File: src/rtl/evt_timer_pkg.sv
package evt_timer_pkg;

    // Sequencer states
    typedef enum logic [1:0] {
        ST_IDLE = 2'd0,
        ST_RUN  = 2'd1,
        ST_HALT = 2'd2
    } run_state_t;

    // Word indexes on the register bus
    localparam int IDX_LOAD_LO = 0;
    localparam int IDX_LOAD_HI = 1;
    localparam int IDX_LIVE_LO = 2;
    localparam int IDX_LIVE_HI = 3;
    localparam int IDX_CTRL    = 4;
    localparam int IDX_INT     = 5;
    localparam int IDX_SNAP_LO = 6;
    localparam int IDX_SNAP_HI = 7;

    // Control word bit positions
    localparam int CTL_REPEAT_BIT = 0;
    localparam int CTL_RUN_BIT    = 1;
    localparam int CTL_WIDE_BIT   = 16;

    // Interrupt word bit positions
    localparam int INT_EN_BIT  = 0;
    localparam int INT_RAW_BIT = 1;
    localparam int INT_GATE_BIT = 2;
    localparam int INT_CLR_BIT = 3;

endpackage

File: src/rtl/evt_timer_regs.sv
module evt_timer_regs
    import evt_timer_pkg::*;
#(
    parameter int DATA_W = 32,
    parameter int ADDR_W = 3
) (
    input  logic                  clk,
    input  logic                  rst_n,
    input  logic                  bus_wr,
    input  logic [ADDR_W-1:0]     bus_addr,
    input  logic [DATA_W-1:0]     bus_wdata,
    input  logic                  expire,
    output logic [DATA_W-1:0]     load_lo,
    output logic [DATA_W-1:0]     load_hi,
    output logic                  repeat_q,
    output logic                  run_q,
    output logic                  wide_q,
    output logic                  ie_q,
    output logic                  raw_q,
    output logic                  arm,
    output logic                  stop,
    output logic [2*DATA_W-1:0]   load_val
);

    localparam logic [ADDR_W-1:0] A_LOAD_LO = ADDR_W'(IDX_LOAD_LO);
    localparam logic [ADDR_W-1:0] A_LOAD_HI = ADDR_W'(IDX_LOAD_HI);
    localparam logic [ADDR_W-1:0] A_CTRL    = ADDR_W'(IDX_CTRL);
    localparam logic [ADDR_W-1:0] A_INT     = ADDR_W'(IDX_INT);

    logic wr_ctrl;
    logic wr_int;
    logic eff_wide;

    assign wr_ctrl = bus_wr && (bus_addr == A_CTRL);
    assign wr_int  = bus_wr && (bus_addr == A_INT);

    // Start only on a 0 -> 1 change of the run bit; stop on any run = 0 write
    assign arm  = wr_ctrl && bus_wdata[CTL_RUN_BIT] && !run_q;
    assign stop = wr_ctrl && !bus_wdata[CTL_RUN_BIT];

    // The width written together with the run bit applies to that start
    assign eff_wide = wr_ctrl ? bus_wdata[CTL_WIDE_BIT] : wide_q;
    assign load_val = eff_wide ? {load_hi, load_lo} : {{DATA_W{1'b0}}, load_lo};

    always_ff @(posedge clk) begin
        if (!rst_n) begin
            load_lo  <= '0;
            load_hi  <= '0;
            repeat_q <= 1'b0;
            run_q    <= 1'b0;
            wide_q   <= 1'b0;
            ie_q     <= 1'b0;
        end else if (bus_wr) begin
            case (bus_addr)
                A_LOAD_LO: load_lo <= bus_wdata;
                A_LOAD_HI: load_hi <= bus_wdata;
                A_CTRL: begin
                    repeat_q <= bus_wdata[CTL_REPEAT_BIT];
                    run_q    <= bus_wdata[CTL_RUN_BIT];
                    wide_q   <= bus_wdata[CTL_WIDE_BIT];
                end
                A_INT: ie_q <= bus_wdata[INT_EN_BIT];
                default: ;
            endcase
        end
    end

    // Pending flag: a new expiry outranks a clear in the same cycle
    always_ff @(posedge clk) begin
        if (!rst_n) begin
            raw_q <= 1'b0;
        end else if (expire) begin
            raw_q <= 1'b1;
        end else if (wr_int && bus_wdata[INT_CLR_BIT]) begin
            raw_q <= 1'b0;
        end
    end

endmodule

File: src/rtl/evt_timer_core.sv
module evt_timer_core
    import evt_timer_pkg::*;
#(
    parameter int CNT_W = 64
) (
    input  logic             clk,
    input  logic             rst_n,
    input  logic             arm,
    input  logic             stop,
    input  logic             periodic,
    input  logic [CNT_W-1:0] load_val,
    output run_state_t       state,
    output logic [CNT_W-1:0] count,
    output logic             expire
);

    run_state_t       state_nxt;
    logic [CNT_W-1:0] count_nxt;
    logic             at_zero;

    assign at_zero = (count == '0);

    // Next-state decision
    always_comb begin
        state_nxt = state;
        unique case (state)
            ST_IDLE: if (arm) state_nxt = ST_RUN;                 // start
            ST_RUN: begin
                if (stop)                       state_nxt = ST_IDLE; // stop
                else if (at_zero && !periodic)  state_nxt = ST_HALT; // park
                else                            state_nxt = ST_RUN;  // count or wrap
            end
            ST_HALT: if (stop) state_nxt = ST_IDLE;               // stop
            default: state_nxt = ST_IDLE;
        endcase
    end

    // State register
    always_ff @(posedge clk) begin
        if (!rst_n) state <= ST_IDLE;
        else        state <= state_nxt;
    end

    // Outputs: expiry pulse and counter update
    always_comb begin
        expire    = 1'b0;
        count_nxt = count;
        unique case (state)
            ST_IDLE: if (arm) count_nxt = load_val;
            ST_RUN: begin
                if (!stop) begin
                    if (at_zero) begin
                        expire = 1'b1;
                        if (periodic) count_nxt = load_val;
                    end else begin
                        count_nxt = count - 1'b1;
                    end
                end
            end
            ST_HALT: count_nxt = count;
            default: count_nxt = count;
        endcase
    end

    always_ff @(posedge clk) begin
        if (!rst_n) count <= '0;
        else        count <= count_nxt;
    end

endmodule

File: src/rtl/evt_timer_rdpath.sv
module evt_timer_rdpath
    import evt_timer_pkg::*;
#(
    parameter int DATA_W = 32,
    parameter int ADDR_W = 3
) (
    input  logic                clk,
    input  logic                rst_n,
    input  logic                bus_rd,
    input  logic [ADDR_W-1:0]   bus_addr,
    input  logic [2*DATA_W-1:0] count,
    input  logic [DATA_W-1:0]   load_lo,
    input  logic [DATA_W-1:0]   load_hi,
    input  logic                repeat_q,
    input  logic                run_q,
    input  logic                wide_q,
    input  logic                ie_q,
    input  logic                raw_q,
    output logic [DATA_W-1:0]   bus_rdata
);

    localparam int NWORD = 2;
    localparam logic [ADDR_W-1:0] A_LOAD_LO = ADDR_W'(IDX_LOAD_LO);
    localparam logic [ADDR_W-1:0] A_LOAD_HI = ADDR_W'(IDX_LOAD_HI);
    localparam logic [ADDR_W-1:0] A_LIVE_LO = ADDR_W'(IDX_LIVE_LO);
    localparam logic [ADDR_W-1:0] A_LIVE_HI = ADDR_W'(IDX_LIVE_HI);
    localparam logic [ADDR_W-1:0] A_CTRL    = ADDR_W'(IDX_CTRL);
    localparam logic [ADDR_W-1:0] A_INT     = ADDR_W'(IDX_INT);
    localparam logic [ADDR_W-1:0] A_SNAP_LO = ADDR_W'(IDX_SNAP_LO);
    localparam logic [ADDR_W-1:0] A_SNAP_HI = ADDR_W'(IDX_SNAP_HI);

    logic [DATA_W-1:0] snap [NWORD];
    logic [DATA_W-1:0] ctrl_word;
    logic [DATA_W-1:0] int_word;
    logic [DATA_W-1:0] rd_mux;
    logic              snap_take;

    assign snap_take = bus_rd && (bus_addr == A_LIVE_LO);

    // One snapshot register per count word, all captured together
    for (genvar g = 0; g < NWORD; g++) begin : g_snap
        always_ff @(posedge clk) begin
            if (!rst_n)         snap[g] <= '0;
            else if (snap_take) snap[g] <= count[g*DATA_W +: DATA_W];
        end
    end

    always_comb begin
        ctrl_word = '0;
        ctrl_word[CTL_REPEAT_BIT] = repeat_q;
        ctrl_word[CTL_RUN_BIT]    = run_q;
        ctrl_word[CTL_WIDE_BIT]   = wide_q;
        int_word = '0;
        int_word[INT_EN_BIT]   = ie_q;
        int_word[INT_RAW_BIT]  = raw_q;
        int_word[INT_GATE_BIT] = raw_q & ie_q;
    end

    always_comb begin
        case (bus_addr)
            A_LOAD_LO: rd_mux = load_lo;
            A_LOAD_HI: rd_mux = load_hi;
            A_LIVE_LO: rd_mux = count[DATA_W-1:0];
            A_LIVE_HI: rd_mux = count[2*DATA_W-1:DATA_W];
            A_CTRL:    rd_mux = ctrl_word;
            A_INT:     rd_mux = int_word;
            A_SNAP_LO: rd_mux = snap[0];
            A_SNAP_HI: rd_mux = snap[1];
            default:   rd_mux = '0;
        endcase
    end

    always_ff @(posedge clk) begin
        if (!rst_n)      bus_rdata <= '0;
        else if (bus_rd) bus_rdata <= rd_mux;
    end

endmodule

File: src/rtl/evt_timer.sv
module evt_timer
    import evt_timer_pkg::*;
#(
    parameter int DATA_W = 32,
    parameter int ADDR_W = 3
) (
    input  logic              clk,
    input  logic              rst_n,
    input  logic              bus_wr,
    input  logic              bus_rd,
    input  logic [ADDR_W-1:0] bus_addr,
    input  logic [DATA_W-1:0] bus_wdata,
    output logic [DATA_W-1:0] bus_rdata,
    output logic              irq
);

    localparam int CNT_W = 2 * DATA_W;

    logic [DATA_W-1:0] load_lo;
    logic [DATA_W-1:0] load_hi;
    logic              repeat_q;
    logic              run_q;
    logic              wide_q;
    logic              ie_q;
    logic              raw_q;
    logic              arm;
    logic              stop;
    logic [CNT_W-1:0]  load_val;
    run_state_t        core_state;
    logic [CNT_W-1:0]  core_count;
    logic              core_expire;

    evt_timer_regs #(.DATA_W(DATA_W), .ADDR_W(ADDR_W)) u_regs (
        .clk       (clk),
        .rst_n     (rst_n),
        .bus_wr    (bus_wr),
        .bus_addr  (bus_addr),
        .bus_wdata (bus_wdata),
        .expire    (core_expire),
        .load_lo   (load_lo),
        .load_hi   (load_hi),
        .repeat_q  (repeat_q),
        .run_q     (run_q),
        .wide_q    (wide_q),
        .ie_q      (ie_q),
        .raw_q     (raw_q),
        .arm       (arm),
        .stop      (stop),
        .load_val  (load_val)
    );

    evt_timer_core #(.CNT_W(CNT_W)) u_core (
        .clk      (clk),
        .rst_n    (rst_n),
        .arm      (arm),
        .stop     (stop),
        .periodic (repeat_q),
        .load_val (load_val),
        .state    (core_state),
        .count    (core_count),
        .expire   (core_expire)
    );

    evt_timer_rdpath #(.DATA_W(DATA_W), .ADDR_W(ADDR_W)) u_rd (
        .clk       (clk),
        .rst_n     (rst_n),
        .bus_rd    (bus_rd),
        .bus_addr  (bus_addr),
        .count     (core_count),
        .load_lo   (load_lo),
        .load_hi   (load_hi),
        .repeat_q  (repeat_q),
        .run_q     (run_q),
        .wide_q    (wide_q),
        .ie_q      (ie_q),
        .raw_q     (raw_q),
        .bus_rdata (bus_rdata)
    );

    assign irq = raw_q & ie_q;

endmodule

File: config.mk
export PLATFORM = sky130hd
export DESIGN_NAME = evt_timer
export DESIGN_NICKNAME = d
export VERILOG_FILES = /design/src/rtl/evt_timer_pkg.sv /design/src/rtl/evt_timer_regs.sv /design/src/rtl/evt_timer_core.sv /design/src/rtl/evt_timer_rdpath.sv /design/src/rtl/evt_timer.sv
export SDC_FILE = /design/constraint.sdc
export NUM_CORES = 1
export LEC_CHECK = 0
export ABC_AREA = 1
export BUFFER_PORTS_ARGS = -buffer_cell sky130_fd_sc_hd__buf_2
export CORE_UTILIZATION = 30
export DETAILED_ROUTE_END_ITERATION = 16
export PLACE_DENSITY_LB_ADDON = 0.05
export REMOVE_ABC_BUFFERS = 1
export SLEW_MARGIN = 20
export SYNTH_ARGS = -nofsm -noshare
export SYNTH_HDL_FRONTEND = slang
export SYNTH_SLANG_ARGS = --single-unit
File: constraint.sdc
create_clock -name clk -period 9 [get_ports clk]
set_clock_uncertainty 0.2 [all_clocks]
set_input_delay 1.8 -clock clk [delete_from_list [all_inputs] [get_ports clk]]
set_output_delay 1.8 -clock clk [all_outputs]
set_load 0.02 [all_outputs]
Word-level counts from Yosys, hierarchy flattened
Memories as Yosys holds them, arrays and structs flattened.
Cells that the tools add are included.
{ "totals": {"regBits": 167, "n_memories": 1, "elab_cells": 74, "output_inout_bits": 33, "ramBits": 64, "inputBits": 39} }
{ "classes": {"muxes": 24, "addsub": 1, "n_bitwise": 3, "n_reduce_logical": 22, "eq_ne": 13} }
{ "mem_list": {"columns": ["name", "words", "word_bits", "rd", "rd_clocked_by_memory_dff", "wr", "line_no", "source"], "rows": [
  ["u_rd.snap", 2, 32, 2, 0, 2, "evt_timer_rdpath.sv:32", "logic [DATA_W-1:0] snap [NWORD];"]
]} }
{ "op_table": {"columns": ["cell", "n"], "rows": [
  ["2-to-1 mux 64 bit", 5],
  ["one-hot mux 32 bit (8 select lines)", 1],
  ["one-hot mux 64 bit (2 select lines)", 1],
  ["zero test 64 bit", 1],
  ["2-to-1 mux 32 bit", 2],
  ["subtractor 64 x 1 -> 64 bit (second input constant)", 1],
  ["== test 3 bit (second input constant)", 4],
  ["2-to-1 mux 1 bit", 10],
  ["AND reduction 2 bit", 5],
  ["logical AND 1 bit", 8],
  ["2-to-1 mux 2 bit", 4],
  ["== test 3 x 2 -> 1 bit (second input constant)", 2],
  ["one-hot mux 2 bit (3 select lines)", 1],
  ["inequality test 2 bit (second input constant)", 2],
  ["AND reduction 4 bit", 1],
  ["nonzero test 2 bit", 2],
  ["== test 3 x 1 -> 1 bit (second input constant)", 1],
  ["zero test 1 bit", 3],
  ["zero test 3 bit", 1],
  ["inequality test 3 bit (second input constant)", 1],
  ["== test 2 x 1 -> 1 bit (second input constant)", 1],
  ["== test 2 bit (second input constant)", 1],
  ["zero test 2 bit", 1],
  ["inequality test 2 x 1 -> 1 bit (second input constant)", 1],
  ["2 further kinds", 3]
]} }

Logic depth before layout (Yosys ltp)
{ "logic_depth": {"ltp_word": 8, "ltp_mapped": 15, "depth_no_buf": 13} }

Hierarchy
From an unflattened synthesis, not the netlist that was laid out.
{ "hier_totals": {"cells_unflattened": 2123, "area_unflattened_um2": 14007.2} }
{ "modules_own_cells": {"columns": ["module", "area_each_um2", "instances", "cells_per_inst", "seq_area_each_um2"], "rows": [
  ["evt_timer_rdpath", 5880.6, 1, 806, 2562.5],
  ["evt_timer_core", 5123.7, 1, 902, 1321.3],
  ["evt_timer_regs", 2995.4, 1, 413, 1381.3],
  ["evt_timer", 7.5, 1, 2, 0.0]
]} }

Least setup slack after synthesis
Ideal clock, no wire load.
{ "synth_path": {"kind": "input port to flip-flop", "start": "input bus_rd", "end": "memory u_rd.snap[0][0] (enable)", "arrival_ps": 6869, "path_stages": 4, "required_ps": 8225, "path_slack_ps": 1356, "n_path_buf": 2, "setup_time_ps": 575, "cell_sequence": "clkbuf_1 inv_1 clkbuf_1 o21ai_0"} }
{ "synth_lines": {"columns": ["element", "line_no", "source"], "rows": [
  ["start: declaration", "evt_timer.sv:10", "input logic bus_rd,"],
  ["end: declaration", "evt_timer_rdpath.sv:32", null]
]} }

Worst setup path in the final report
{ "layout_path": {"start": "input bus_addr[2]", "end": "register u_regs.load_lo[28]"} }
{ "layout_between": {"elab_chain_len": 2} }
{ "layout_lines": {"columns": ["element", "line_no", "source"], "rows": [
  ["start: declaration", "evt_timer.sv:11", "input logic [ADDR_W-1:0] bus_addr,"],
  ["zero test 3 bit", "evt_timer_regs.sv:54", "case (bus_addr)"],
  ["AND reduction 2 bit (no source line)", null, null],
  ["end signal: assignment", "evt_timer_regs.sv:55", "A_LOAD_LO: load_lo <= bus_wdata;"],
  ["end: declaration", "evt_timer_regs.sv:13", "output logic [DATA_W-1:0] load_lo,"]
]} }
No other way between the ends.
A chain may end at the register's enable or synchronous reset.

==> run summary <==
The count of nets left with antenna violations once routing finished came out at 0. The die area was 0.0413 mm2; the share of final-layout standard cells stronger than drive strength 1 was 9.83%. Counting flops with a built-in enable in the synthesized netlist gives 64. The number of fill cells came out at 4363.

The run gives 0.135 mV as the maximum vdd drop. After clock tree synthesis, the clock-pin slew on the worst setup and hold paths is 60 ps. Yosys instantiated no cell more often than sky130_fd_sc_hd__nor2_1. The quantity of I/O buffers inserted on ports was 71; the number of cells upsized or downsized after cts was 0.

The pre-antenna-repair detailed-routing pass consisted of 5 iterations. The growth of design area from synthesis to finish was 14.3%; the number of buffers created by CTS was 30. The worst hold path depth came out at 2.

The via count of the first global-routing pass was 11100. The area inside the core boundary is 0.0398 mm2, and the cell count of the worst reg-to-reg path is 12. The routed layout has 11400 vias. In the routed design, unresolved DRC markers number 0. In the global route stage, overall resource usage came out at 21.8%. The first global-routing pass estimated 68600 um of wire. Dividing the final minimum period by the clock period gives 44.7%. The number of hold buffers added after CTS was 0.

After routing, the total negative slack on setup checks comes to 0 ps. Power density over the cells: 212 mW/mm2. Top cell type by total area after synthesis: sky130_fd_sc_hd__dfxtp_1.

The tools report the critical path startpoint category as an input pin. The synthesized area per cell came out at 7.06 um2. Setup violations remaining at the end of the flow were counted as 0.

In this run the static leakage power is 5.47 nW. The average wire length per cell after detail routing is 19.5 um, and the register bit total from synthesis is 231. For the worst-skew pair, the clock arrives at the later sink with an insertion delay of 570 ps.

The HPWL after detailed placement was 30100 um. The most used flip-flop cell after synthesis is sky130_fd_sc_hd__dfxtp_1. At the worst endpoint, the required time is 9300 ps. Entering global routing, the biggest net connects 65 pins.

Of all flip-flops after synthesis, the portion carrying an async set or reset was 0%. Across all hold checks on the routed design, the worst slack comes to 259 ps. The tool flagged a number of max-cap violations equal to 0.

Measured along the y axis, the die boundary spans 203 um. The post-synthesis cell type count is 43, and the final count of pins violating max slew is 0. Setup repair after global routing left no endpoint under its margin.

For the number of levels the H-tree was split into, the log shows 1. The area share of the largest cell type after synthesis was 27.5%. TritonCTS built the clock tree.

The cell area after technology mapping was 0.0122 mm2. Clock tree synthesis selected as its root buffer the cell sky130_fd_sc_hd__clkbuf_16. Data arrives at the worst endpoint at 4330 ps.

The net count of the finished layout came out at 1788. For the number of antenna violations at the first check in global routing, the log shows 0. The maximum number of buffers from clock root to sink came out at 3. The part of the Yosys area used for sequential elements came out at 43.3%.

The logs give 0 for the count of synthesis-stage warnings from yosys and 0 for the total congestion overflow after global routing. For this run, the top clock speed supported by timing is 248 MHz. In the post-synthesis netlist, the biggest area contributors are sky130_fd_sc_hd__dfxtp_1 (28%), sky130_fd_sc_hd__edfxtp_1 (16%), sky130_fd_sc_hd__nor2_1 (11%). The number of setup buffers added after CTS is 0.

The initial utilization of the core area, before any placement, comes to 30.5%. The transition time at the pin with the least slew margin was 1070 ps; the number of clock sinks seen by CTS was 231. The flow ran to the end, and the final reports show no timing, DRC or antenna violations. After synthesis, the most frequently instantiated cells are sky130_fd_sc_hd__nor2_1 (369), sky130_fd_sc_hd__nand2_1 (319), sky130_fd_sc_hd__dfxtp_1 (167). The cell count after synthesis came out at 1721. The top-level I/O count was 72. The worst setup path is captured at a register. Critical setup path kind: in2reg. The post-layout minimum cycle time is 4030 ps, and the number of placement rows is 73. The wire length after detailed routing is 44700 um.

The number of hold violations in the final report was 0. Routability-driven placement finished with a final weighted congestion of 0.905. The max-slew headroom at the worst pin was 28.6%; the number of antenna repair diodes was 0. The die is 203 um wide.

In this run, the number of DRC markers left after iteration 0 of detailed routing was 674. The worst hold path belongs to the class reg2reg. After detailed routing, the number of vias per cell comes to 4.95. In this run the worst path has a maximum fanout of 32.
## path summary, 6_finish.rpt
path,start,endpoint,slack (ps)
worst min register to register,u_rd.bus_rdata[7]$_SDFFE_PN0P_,u_rd.bus_rdata[7]$_SDFFE_PN0P_,260
worst max-delay path,bus_addr[2],u_regs.load_lo[28]$_SDFFE_PN0P_,4970
worst max register to register,u_core.count[0]$_SDFFE_PN0P_,u_core.count[24]$_SDFFE_PN0P_,5110
worst min-delay path,u_rd.bus_rdata[7]$_SDFFE_PN0P_,u_rd.bus_rdata[7]$_SDFFE_PN0P_,260
## per-stage QoR
stage	power, W	util [%]	worst slack, ps	instance area (um2)	instances
after floorplan	0.00152	-	1540	11700	1628
after global placement	0.00171	32.3	4400	12900	2241
after detailed placement	0.00171	32.3	4350	12900	2241
after CTS	0.00297	34.9	4950	13900	2295
after global routing	0.00308	34.9	4610	13900	2295
final	0.00294	34.9	4970	13900	2295
## sequential cells by signal (all words and copies together), names as in the netlist
name,cells
u_regs.run_q,1
u_core.count,64
u_core.state,2
u_regs.load_hi,32
u_regs.wide_q,1
u_rd.bus_rdata,32
u_rd.snap,64
u_regs.raw_q,1
u_regs.ie_q,1
u_regs.repeat_q,1
u_regs.load_lo,32
## layout by cell type (no fill, tap or decap), types with 17 or more instances in the layout
master / synthesis / layout
sky130_fd_sc_hd__a21oi_1: 129 / 129
sky130_fd_sc_hd__a22oi_1: 30 / 30
sky130_fd_sc_hd__buf_2: 18 / 70
sky130_fd_sc_hd__buf_4: 2 / 18
sky130_fd_sc_hd__clkbuf_16: 0 / 31
sky130_fd_sc_hd__dfxtp_1: 167 / 167
sky130_fd_sc_hd__edfxtp_1: 64 / 64
sky130_fd_sc_hd__inv_1: 156 / 155
sky130_fd_sc_hd__nand2_1: 319 / 317
sky130_fd_sc_hd__nand3_1: 111 / 110
sky130_fd_sc_hd__nand4_1: 19 / 19
sky130_fd_sc_hd__nor2_1: 369 / 369
sky130_fd_sc_hd__o2111ai_1: 30 / 30
sky130_fd_sc_hd__o21ai_0: 117 / 116
sky130_fd_sc_hd__o21ai_1: 17 / 17
sky130_fd_sc_hd__xor2_1: 26 / 26
## cell type report
cell class / instances / area (um2) / area share, %
clock buffers: 38 / 822 / 5.92
multi-input cells: 1238 / 5870 / 42.3
repair buffers: 88 / 485 / 3.50
inverters: 159 / 598 / 4.31
clock inverters: 16 / 188 / 1.35
well taps: 525 / 657 / 4.73
flip-flops and latches: 231 / 5270 / 37.9
## metal layers
metal	vias to the layer above	share of wire, %	global-route usage, %
li1	5726	-	-
met4	0	2.0	5.45
met5	-	0	0
met1	5364	48	30.1
met3	48	3.7	2.56
met2	222	46	35.9
## logic make-up (layout without fill, tap and decap cells)
kind of cell	after synthesis	after routing	share of synthesized area, %
AOI/OAI and AO/OA	339	339	15.8
xor gates and xnor gates	27	27	1.95
adders and majority gates	1	1	0.103
buffers and inverters	252	301	8.62
DFF	231	231	43.3
and+or+nand+nor	871	871	30.3
## worst max-delay path, cell delays in order
cell	delay [ps]
sky130_fd_sc_hd__buf_2	190
sky130_fd_sc_hd__inv_1	100
sky130_fd_sc_hd__nand2_2	660
sky130_fd_sc_hd__inv_1	290
sky130_fd_sc_hd__nand2_2	520
sky130_fd_sc_hd__buf_4	430
sky130_fd_sc_hd__o21ai_0	130
sky130_fd_sc_hd__a21oi_1	150
## where the power goes
part / switching, W / internal [W]
Clock: 0.000493 / 0.000757
Sequential: 0.0000367 / 0.00111
Combinational: 0.000394 / 0.000149
(Power assumes the default switching activity.)
